$ cat src/rtl/pmon_pkg.sv
package pmon_pkg;
    localparam int ADDR_W = 12;
    localparam int TYPE_W = 8;

    localparam logic [ADDR_W-1:0] A_CTRL  = 12'h000;
    localparam logic [ADDR_W-1:0] A_CFG   = 12'h004;
    localparam logic [ADDR_W-1:0] A_GRP   = 12'h040;
    localparam logic [ADDR_W-1:0] A_ENSET = 12'h100;
    localparam logic [ADDR_W-1:0] A_ENCLR = 12'h180;
    localparam logic [ADDR_W-1:0] A_IESET = 12'h200;
    localparam logic [ADDR_W-1:0] A_IECLR = 12'h280;
    localparam logic [ADDR_W-1:0] A_OVF   = 12'h300;
    localparam logic [ADDR_W-1:0] A_TYPE  = 12'h400;
    localparam logic [ADDR_W-1:0] A_CNT   = 12'h800;

    localparam int CTRL_EN_BIT  = 0;
    localparam int CTRL_RST_BIT = 1;
    localparam int GRP_EN_BIT   = 11;

    // address of the idx-th word above a base
    function automatic logic [ADDR_W-1:0] slot(logic [ADDR_W-1:0] base, int idx);
        return base + ADDR_W'(4 * idx);
    endfunction
endpackage

$ cat src/rtl/pmon_slice.sv
module pmon_slice
    import pmon_pkg::*;
#(
    parameter int CNT_W   = 32,
    parameter int NUM_EVT = 16
) (
    input  logic               clk,
    input  logic               rst_n,
    input  logic               count_ok,
    input  logic [NUM_EVT-1:0] evt_in,
    input  logic               en_set,
    input  logic               en_clr,
    input  logic               ie_set,
    input  logic               ie_clr,
    input  logic               ovf_clr,
    input  logic               type_we,
    input  logic               cnt_we,
    input  logic               cnt_zero,
    input  logic [31:0]        wdata,
    output logic [CNT_W-1:0]   cnt,
    output logic               en,
    output logic               ie,
    output logic               ovf,
    output logic [TYPE_W-1:0]  evt_sel
);
    logic [NUM_EVT-1:0] sel_mask;
    logic               hit;
    logic               inc;
    logic               wrap;

    always_comb begin
        sel_mask = {{(NUM_EVT-1){1'b0}}, 1'b1} << evt_sel;
        hit      = |(evt_in & sel_mask);
        inc      = count_ok && en && hit;
        wrap     = inc && !cnt_zero && !cnt_we && (cnt == {CNT_W{1'b1}});
    end

    always_ff @(posedge clk) begin
        if (!rst_n) begin
            cnt     <= '0;
            en      <= 1'b0;
            ie      <= 1'b0;
            ovf     <= 1'b0;
            evt_sel <= '0;
        end else begin
            if (cnt_zero)    cnt <= '0;
            else if (cnt_we) cnt <= wdata[CNT_W-1:0];
            else if (inc)    cnt <= cnt + 1'b1;

            if (wrap)         ovf <= 1'b1;
            else if (ovf_clr) ovf <= 1'b0;

            if (en_set)      en <= 1'b1;
            else if (en_clr) en <= 1'b0;

            if (ie_set)      ie <= 1'b1;
            else if (ie_clr) ie <= 1'b0;

            if (type_we) evt_sel <= wdata[TYPE_W-1:0];
        end
    end
endmodule

$ cat src/rtl/pmon_rdmux.sv
module pmon_rdmux
    import pmon_pkg::*;
#(
    parameter int NUM_CNT = 8,
    parameter int NUM_GRP = 2,
    parameter int CNT_W   = 32
) (
    input  logic                      clk,
    input  logic                      rst_n,
    input  logic                      rd_en,
    input  logic [ADDR_W-1:0]         addr,
    input  logic                      glb_en,
    input  logic [NUM_GRP-1:0]        grp_en,
    input  logic [NUM_CNT-1:0]        en_vec,
    input  logic [NUM_CNT-1:0]        ie_vec,
    input  logic [NUM_CNT-1:0]        ovf_vec,
    input  logic [NUM_CNT*CNT_W-1:0]  cnt_flat,
    input  logic [NUM_CNT*TYPE_W-1:0] type_flat,
    output logic [31:0]               rdata
);
    localparam int CPG = NUM_CNT / NUM_GRP;

    logic [31:0] rd_next;

    always_comb begin
        rd_next = '0;
        if (addr == A_CTRL) rd_next[CTRL_EN_BIT] = glb_en;
        if (addr == A_CFG) begin
            rd_next[7:0]   = 8'(NUM_CNT);
            rd_next[31:24] = 8'(NUM_GRP);
        end
        for (int g = 0; g < NUM_GRP; g++) begin
            if (addr == slot(A_GRP, g)) begin
                rd_next[GRP_EN_BIT] = grp_en[g];
                rd_next[27:24]      = 4'(CPG);
            end
        end
        for (int i = 0; i < NUM_CNT; i++) begin
            if (addr == slot(A_ENSET, i / 32) || addr == slot(A_ENCLR, i / 32))
                rd_next[i % 32] = en_vec[i];
            if (addr == slot(A_IESET, i / 32) || addr == slot(A_IECLR, i / 32))
                rd_next[i % 32] = ie_vec[i];
            if (addr == slot(A_OVF, i / 32))
                rd_next[i % 32] = ovf_vec[i];
            if (addr == slot(A_TYPE, i))
                rd_next[TYPE_W-1:0] = type_flat[i*TYPE_W +: TYPE_W];
            if (addr == slot(A_CNT, i))
                rd_next[CNT_W-1:0] = cnt_flat[i*CNT_W +: CNT_W];
        end
    end

    always_ff @(posedge clk) begin
        if (!rst_n)     rdata <= '0;
        else if (rd_en) rdata <= rd_next;
    end
endmodule

$ cat src/rtl/pmu_event_monitor.sv
module pmu_event_monitor
    import pmon_pkg::*;
#(
    parameter int NUM_CNT = 8,
    parameter int NUM_GRP = 2,
    parameter int NUM_EVT = 16,
    parameter int CNT_W   = 32
) (
    input  logic               clk,
    input  logic               rst_n,
    input  logic               bus_wr,
    input  logic               bus_rd,
    input  logic [11:0]        bus_addr,
    input  logic [31:0]        bus_wdata,
    output logic [31:0]        bus_rdata,
    input  logic [NUM_EVT-1:0] evt_in,
    output logic               irq
);
    localparam int CPG = NUM_CNT / NUM_GRP;

    logic                      glb_en;
    logic [NUM_GRP-1:0]        grp_en;
    logic [NUM_CNT-1:0]        en_vec;
    logic [NUM_CNT-1:0]        ie_vec;
    logic [NUM_CNT-1:0]        ovf_vec;
    logic [NUM_CNT*CNT_W-1:0]  cnt_flat;
    logic [NUM_CNT*TYPE_W-1:0] type_flat;
    logic                      cnt_zero;

    assign cnt_zero = bus_wr && (bus_addr == A_CTRL) && bus_wdata[CTRL_RST_BIT];

    always_ff @(posedge clk) begin
        if (!rst_n) begin
            glb_en <= 1'b0;
        end else if (bus_wr && bus_addr == A_CTRL) begin
            glb_en <= bus_wdata[CTRL_EN_BIT];
        end
    end

    for (genvar g = 0; g < NUM_GRP; g++) begin : g_grp
        always_ff @(posedge clk) begin
            if (!rst_n) begin
                grp_en[g] <= 1'b0;
            end else if (bus_wr && bus_addr == slot(A_GRP, g)) begin
                grp_en[g] <= bus_wdata[GRP_EN_BIT];
            end
        end
    end

    for (genvar i = 0; i < NUM_CNT; i++) begin : g_cnt
        logic wr_bit;
        assign wr_bit = bus_wr && bus_wdata[i % 32];

        pmon_slice #(
            .CNT_W   (CNT_W),
            .NUM_EVT (NUM_EVT)
        ) u_slice (
            .clk      (clk),
            .rst_n    (rst_n),
            .count_ok (glb_en && grp_en[i / CPG]),
            .evt_in   (evt_in),
            .en_set   (wr_bit && bus_addr == slot(A_ENSET, i / 32)),
            .en_clr   (wr_bit && bus_addr == slot(A_ENCLR, i / 32)),
            .ie_set   (wr_bit && bus_addr == slot(A_IESET, i / 32)),
            .ie_clr   (wr_bit && bus_addr == slot(A_IECLR, i / 32)),
            .ovf_clr  (wr_bit && bus_addr == slot(A_OVF, i / 32)),
            .type_we  (bus_wr && bus_addr == slot(A_TYPE, i)),
            .cnt_we   (bus_wr && bus_addr == slot(A_CNT, i)),
            .cnt_zero (cnt_zero),
            .wdata    (bus_wdata),
            .cnt      (cnt_flat[i*CNT_W +: CNT_W]),
            .en       (en_vec[i]),
            .ie       (ie_vec[i]),
            .ovf      (ovf_vec[i]),
            .evt_sel  (type_flat[i*TYPE_W +: TYPE_W])
        );
    end

    pmon_rdmux #(
        .NUM_CNT (NUM_CNT),
        .NUM_GRP (NUM_GRP),
        .CNT_W   (CNT_W)
    ) u_rdmux (
        .clk       (clk),
        .rst_n     (rst_n),
        .rd_en     (bus_rd),
        .addr      (bus_addr),
        .glb_en    (glb_en),
        .grp_en    (grp_en),
        .en_vec    (en_vec),
        .ie_vec    (ie_vec),
        .ovf_vec   (ovf_vec),
        .cnt_flat  (cnt_flat),
        .type_flat (type_flat),
        .rdata     (bus_rdata)
    );

    assign irq = |(ovf_vec & ie_vec);
endmodule

$ cat config.mk
export PLATFORM = sky130hd
export DESIGN_NAME = pmu_event_monitor
export DESIGN_NICKNAME = d
export VERILOG_FILES = /design/src/rtl/pmon_pkg.sv /design/src/rtl/pmon_slice.sv /design/src/rtl/pmon_rdmux.sv /design/src/rtl/pmu_event_monitor.sv
export SDC_FILE = /design/constraint.sdc
export NUM_CORES = 1
export LEC_CHECK = 0
export BUFFER_PORTS_ARGS = -buffer_cell sky130_fd_sc_hd__buf_2
export CAP_MARGIN = 20
export CORE_ASPECT_RATIO = 0.9
export CORE_MARGIN = 2
export CORE_UTILIZATION = 32
export DETAILED_ROUTE_END_ITERATION = 12
export PLACE_DENSITY = 0.46
export SLEW_MARGIN = 10
export SYNTH_ARGS = -nofsm -noshare
export SYNTH_HDL_FRONTEND = slang
export SYNTH_SLANG_ARGS = --single-unit
$ cat constraint.sdc
create_clock -name clk -period 2.76 [get_ports clk]
set_input_delay 0.276 -clock clk [delete_from_list [all_inputs] [get_ports clk]]
set_output_delay 0.276 -clock clk [all_outputs]
set_load 0.02 [all_outputs]
==> summary.txt, run 1 <==
Global route
  – Remaining Overflow, GRT: 0
  – Vias in the first global route: 22340
  – First-pass GRT wire length: 156.5 mm
  – Largest net degree at the start of global routing: 72
  – Initial antenna violation count: 7
  – GR Util All Layers: 28.92%

Clocking
  – H-tree level count: 2
  – TritonCTS clock tree: done
  – Clock Pin Slew Worst Setup and Hold Paths: 0.06 ns
  – Clock Sinks: 379
  – CTS root buf: clkbuf_16
  – Clock tree buffer depth: 3
  – Num CTS Buffers: 48
  – Skew-Pair Late Insertion Delay: 0.61 ns

Final layout
  – Fin area: 26980 µm²
  – Synthesis-to-layout area growth: 19.98%
  – Finished Layout Cells: 4023
  – Fraction of layout cells with a size suffix above 1: 16.54%
  – Antenna Cells: 0
  – Final Net Count: 3124
  – Most frequent cells in the layout: 422 x nand2_1, 378 x dfxtp_1, 293 x o21ai_0
  – Commonest non-fill, non-tap cell in the layout: nand2_1

Power
  – Clock power share: 49.7%
  – Switch Pwr: 3.225 mW
  – Switching Share: 25.86%
  – Pwr dens: 462.1 nW/µm²
  – Logic pwr share: 6.2%
  – VDD IR max: 0.4539 mV
  – Power, Total: 12.47 mW
  – Register share of total power: 44.0%
  – Internal cell power: 9.243 mW
  – Pleak: 8.905 nW

Detailed routing
  – Routed length per placed instance: 26.88 µm
  – Post-route ant nets: 0
  – Vias per cell: 5.862
  – Post-route DRC: 0
  – DR pass1 iterations: 5
  – Starting DRT DRC Count: 2768
  – Routed wire length: 108.2 mm
  – DR vias: 23580

Critical path
  – Critical path class: flip-flop to flip-flop
  – Reg2reg setup slack: 0.10 ns
  – Critical Path Start: glb_en$_SDFFE_PN0P_
  – R2R Path Start: glb_en$_SDFFE_PN0P_
  – Worst EP required: 3.23 ns
  – R2R Path End: g_cnt[3].u_slice.cnt[31]$_SDFFE_PP0P_
  – R2R cell count: 9
  – Arr. time, crit path: 3.13 ns
  – Worst Setup Start Kind: flip-flop
  – Crit path max fanout: 15
  – Endpoint type of the worst setup path: flip-flop

Timing
  – Maximum clock rate: 376.0 MHz
  – Sum Neg Setup Slack: 0 ns
  – Worst Max-Slew Pin Slew: 0.8166 ns
  – Max-slew headroom: 44.99%
  – Part of the cycle the worst path needs: 96.36%
  – Clock Skew: 0.02309 ns
  – RSZ-0062 raised after global routing: true
  – Minimum clock period: 2.660 ns
  – Final setup fails: 0
  – Hold Vio Cnt, Final: 0
  – Slew Limit Fails: 0

Yosys
  – EDFF count, synth: 0
  – Post-synthesis sequential area ratio: 33.74%
  – Async set-or-reset flop fraction in the synthesized netlist: 0%
  – Syn avg cell area: 7.803 µm²
  – Synthesized instance count: 2882
  – Syn Nets: 2954
  – Cell area after synthesis: 22490 µm²
  – Count of unique library cells instantiated by Yosys: 85
  – Dominant synthesized flop cell: dfxtp_1
  – Ys Warns: 0
  – #FFs+latches synth: 379

Placed design
  – Placed cells: 3940
  – Placed standard-cell area: 25440 µm²
  – Placer Congestion: 0.9399
  – HPWL after detailed placement: 81.96 mm
  – Buffers on Ports: 96

Floorplan
  – Chip width: 283.4 µm
  – Die H: 255.5 µm
  – Num rows: 92
  – Initial core utilization: 32.24%
  – Core Region: 69760 µm²
  – Die footprint: 72420 µm²
  – Top-Level Pins: 97

Worst hold path
  – Hold crit path type: input port to flip-flop
  – Hold Path End: g_cnt[5].u_slice.cnt[30]$_SDFFE_PP0P_
  – Hold Crit Depth: 3
  – Hold_sp: bus_wdata[30]

Status
  – Outcome: finished clean

Job
  – MaxCap Viol Count: 0
## how the worst max path moves through the flow
stage / end / slack [ns] / depth (start not counted)
after floorplan: g_cnt[5].u_slice.cnt[3]$_SDFFE_PP0P_ / 0.36 / 10
after global placement: u_rdmux.rdata[2]$_SDFFE_PN0P_ / -0.18 / 10
after detailed placement: u_rdmux.rdata[7]$_SDFFE_PN0P_ / -0.09 / 12
after CTS: g_cnt[0].u_slice.cnt[29]$_SDFFE_PP0P_ / 0.08 / 9
after global routing: g_cnt[3].u_slice.cnt[28]$_SDFFE_PP0P_ / -0.02 / 7
final: g_cnt[3].u_slice.cnt[31]$_SDFFE_PP0P_ / 0.10 / 9
## per-stage QoR
stage	setup slack, ns	utilization (%)	hold WS (ns)
floorplan	0.3602	-	0.3846
global placement	-0.1822	36.48	0.4573
detailed placement	-0.08997	36.48	0.4643
CTS	0.07942	38.61	0.03404
global route	-0.01515	38.68	0.07488
finish	0.1004	38.68	0.07886
## synthesized netlist by cell type, types with 31 or more instances
library cell	n	area share, %
and3_1	50	1.4
nand4_1	89	2.5
clkbuf_1	158	2.6
o21ai_0	293	6.5
nand2_1	422	7.0
nand3_1	166	3.7
mux2i_1	34	1.5
xor2_1	91	3.5
buf_2	55	1.2
a21oi_1	116	2.6
a21boi_0	77	2.6
a22oi_1	50	1.7
xnor2_1	149	5.8
dfxtp_1	379	34
nor2_1	152	2.5
nor3_1	74	1.6
inv_1	55	0.92
nor4_1	38	1.1
a211oi_1	31	1.0
## state kept, by name (all words and copies together) (netlist names)
name / flops
g_cnt.u_slice.ie: 8
g_cnt.u_slice.evt_sel: 64
g_cnt.u_slice.en: 8
g_cnt.u_slice.ovf: 8
glb_en: 1
grp_en: 2
g_cnt.u_slice.cnt: 256
u_rdmux.rdata: 32
## critical path, cell delays in order (launching register included)
cell       delay [ns]
dfxtp_1          0.54
nand2_1          0.21
or4bb_1          0.52
a31oi_2          0.30
o2111ai_2        0.23
buf_12           0.20
nor4_1           0.17
buf_4            0.16
xnor2_1          0.10
o21ai_0          0.08
## cell families after synthesis
family          after synthesis  share of synthesized area (%)
simple gates               1136                          25.45
flops                       379                          33.74
compound gates              772                          21.42
fa+ha+maj                     8                         0.4451
buf+inv                     278                          5.068
xor+xnor                    240                          9.347
mux                          69                          4.529
## final cells by class
class	count	area [µm²]
clock buffers	67	1374
multi-input cells	2225	13840
well taps	940	1176
inverters	55	206.4
clock inverters	14	116.4
fillers	7186	42770
repair buffers	343	2678
flip-flops and latches	379	7589
## power groups by stage
stage                     Sequential [mW]  Combinational, mW  Clock (mW)
final                                5.49              0.779        6.20
after global routing                 5.49              0.808        6.51
after CTS                            5.49              0.763        6.30
after detailed placement             5.61              0.762           0
after global placement               5.61              0.761           0
after floorplan                      5.62              0.324           0
## timing repair
action,in CTS,in global routing
resized for setup,0,4
endpoints found under the setup margin,0,41
buffers inserted,0,1
hold buffers,0,0
## routing by layer
| metal | up-vias | global-route usage, % | share of wire, % |
|---|---|---|---|
| met5 | - | 0 | 0 |
| met1 | 11670 | 41.93 | 46 |
| met2 | 991 | 45.01 | 44 |
| met4 | 0 | 8.025 | 2.8 |
| li1 | 10760 | - | - |
| met3 | 157 | 3.520 | 7.1 |
No activity file was read; power rests on OpenSTA's default activity.
==> inputs of run 2 (changes only) <==
CORE_MARGIN = 10   (was 2)
==> summary.txt, run 2 (synthesis gave the netlist of run 1 again) <==
Critical path
  – Crit path top cell by count: buf_4
  – Critical path class: flip-flop to flip-flop
  – CP max-delay cell: mux4_2
  – Worst Setup Start Kind: flip-flop
  – CP peak stage delay: 0.51 ns (-0.03 ns)
  – Worst EP required: 3.26 ns (+0.03 ns)
  – Endpoint type of the worst setup path: flip-flop
  – Crit path max fanout: 11 (-4)
  – CP cell instances: nand2b_1 > mux4_2 > a22oi_1 > buf_4 > nand4_1 > buf_4 > nor4_1 > xnor2_1 > o21ai_1
  – Arr. time, crit path: 3.19 ns (+0.06 ns)
  – Cell family with most CP delay: simple AND/OR/NAND/NOR gates
  – CP Buf/Inv Count: 2 (unchanged)

Final layout
  – Largest Register: g_cnt.u_slice.cnt
  – Post-layout util: 39.13% (+0.45 points)
  – Synthesis-to-layout area growth: 21.57%
  – Fillers: 7179 (-0.097%)
  – Antenna Cells: 0 (unchanged)
  – Final Net Count: 3138 (+0.45%)
  – Commonest non-fill, non-tap cell in the layout: nand2_1
  – Fraction of layout cells with a size suffix above 1: 17.31% (+0.77 points)
  – Max reg flops: 256 (unchanged)
  – Largest regs: g_cnt.u_slice.cnt x256, g_cnt.u_slice.evt_sel x64, u_rdmux.rdata x32
  – Most frequent cells in the layout: 422 x nand2_1, 374 x dfxtp_1, 293 x o21ai_0

Global route
  – GR Util All Layers: 26.12% (-2.8 points)
  – Remaining Overflow, GRT: 0 (unchanged)
  – First-pass GRT wire length: 160.3 mm (+2.4%)
  – Largest net degree at the start of global routing: 62 (-14%)
  – Initial antenna violation count: 4 (-3)
  – Vias in the first global route: 22420 (+0.34%)

Floorplan
  – Core Region: 69870 µm² (+0.17%)
  – Num rows: 92 (unchanged)
  – Chip width: 299.4 µm (+5.6%)
  – Die H: 271.5 µm (+6.3%)
  – Initial core utilization: 32.19% (-0.053 points)
  – Top-Level Pins: 97 (unchanged)
  – Die footprint: 81300 µm² (+12%)

Job
  – MaxCap Viol Count: 0 (unchanged)

Detailed routing
  – Starting DRT DRC Count: 3027 (+9.4%)
  – M1 wire length: 49.70 mm (-0.15%)
  – DR vias: 23840 (+1.1%)
  – Max layer used: met4
  – Routed wire length: 110.6 mm (+2.3%)
  – Post-route ant nets: 0 (unchanged)
  – Vias per cell: 5.898 (+0.61%)
  – Post-route DRC: 0 (unchanged)
  – Met3 wire length: 9.136 mm (+19%)
  – DR pass1 iterations: 6 (+1)
  – Routed length per placed instance: 27.36 µm (+1.8%)
  – Met2 routed WL: 49.24 mm (+3.3%)

Clocking
  – Clock Pin Slew Worst Setup and Hold Paths: 0.06 ns (about the same)
  – H-tree level count: 2 (unchanged)
  – Clock tree buffer depth: 3 (unchanged)
  – Num CTS Buffers: 48 (unchanged)
  – CTS root buf: clkbuf_16
  – Skew-Pair Late Insertion Delay: 0.63 ns (+0.02 ns)
  – Clock Sinks: 379 (unchanged)
  – # hold bufs at CTS: 0 (unchanged)
  – TritonCTS clock tree: done

Placed design
  – Placer Congestion: 0.9756 (+3.8%)
  – HPWL after detailed placement: 84.58 mm (+3.2%)
  – Post-place setup slack: -0.2904 ns (-0.2004 ns)
  – Buffers on Ports: 96 (unchanged)

Timing
  – Final setup fails: 0 (unchanged)
  – Minimum clock period: 2.695 ns (+0.03519 ns)
  – Maximum clock rate: 371.1 MHz (-1.3%)
  – Post-route setup slack: 0.06520 ns (-0.03519 ns)
  – Hold Vio Cnt, Final: 0 (unchanged)
  – Part of the cycle the worst path needs: 97.64% (+1.3 points)
  – Max-slew headroom: 25.30% (-20 points)
  – Slew Limit Fails: 0 (unchanged)
  – Clock Skew: 0.05316 ns (+0.03007 ns)
  – Worst Max-Slew Pin Slew: 1.116 ns (+0.2998 ns)
  – RSZ-0062 raised after global routing: true

Power
  – Pwr dens: 482.2 nW/µm² (+4.3%)
  – VDD IR max: 0.3836 mV (-15%)
  – Pleak: 9.067 nW (+1.8%)

Status
  – Outcome: finished clean

Worst hold path
  – Hold crit path type: input port to flip-flop
## run 2: what timing repair did
item,CTS,global route
resized for setup,4,8
pin swaps,0,0
buffers inserted,0,0
setup endpoints to repair,12,40
## run 2: worst paths after layout
kind,from,end,slack [ns],depth (start not counted)
worst max-delay path,g_cnt[6].u_slice.evt_sel[2]$_SDFFE_PN0P_,g_cnt[6].u_slice.cnt[28]$_SDFFE_PP0P_,0.07,9
worst min-delay path,bus_wdata[8],g_cnt[7].u_slice.cnt[8]$_SDFFE_PP0P_,0.06,3
worst max register to register,g_cnt[6].u_slice.evt_sel[2]$_SDFFE_PN0P_,g_cnt[6].u_slice.cnt[28]$_SDFFE_PP0P_,0.07,9
worst min register to register,u_rdmux.rdata[9]$_SDFFE_PN0P_,u_rdmux.rdata[9]$_SDFFE_PN0P_,0.46,2
## run 2: worst min-delay path, stage by stage
cell and delay [ns]:
buf_2 0.22, nand2_1 0.10, o21ai_1 0.05
## run 2: metal layers
layer,global-route usage [%],vias up
met5,0,-
met4,5.709,0
met3,3.764,153
met2,41.35,1151
met1,37.05,11700
li1,-,10830
## run 2: per-stage QoR
step                hold WS [ns]  total power [mW]  area [µm²]  instances  setup TNS [ns]
floorplan                 0.3846             5.943       22490       2882               0
global placement          0.4570             6.387       25580       3956          -1.906
detailed placement        0.4587             6.388       25580       3956          -2.058
CTS                      0.02185             13.24       27310       4042               0
global route             0.07657             13.49       27340       4042        -0.01071
finish                   0.06392             13.18       27340       4042               0
## run 2: layout make-up
cell class              instances  area, µm²  area share [%]
inverters                      55      206.4          0.7551
well taps                     940       1176           4.302
multi-input cells            2225      13870           50.74
flip-flops and latches        379       7594           27.77
clock buffers                  67       1414           5.171
clock inverters                19      294.0           1.075
repair buffers                357       2783           10.18
## run 2: power by group
part | switching (mW) | internal, mW | total, mW | leakage (nW)
clock network | 2.75 | 4.14 | 6.89 | 0.837
logic | 0.574 | 0.228 | 0.801 | 5.17
registers | 0.00983 | 5.48 | 5.49 | 3.06
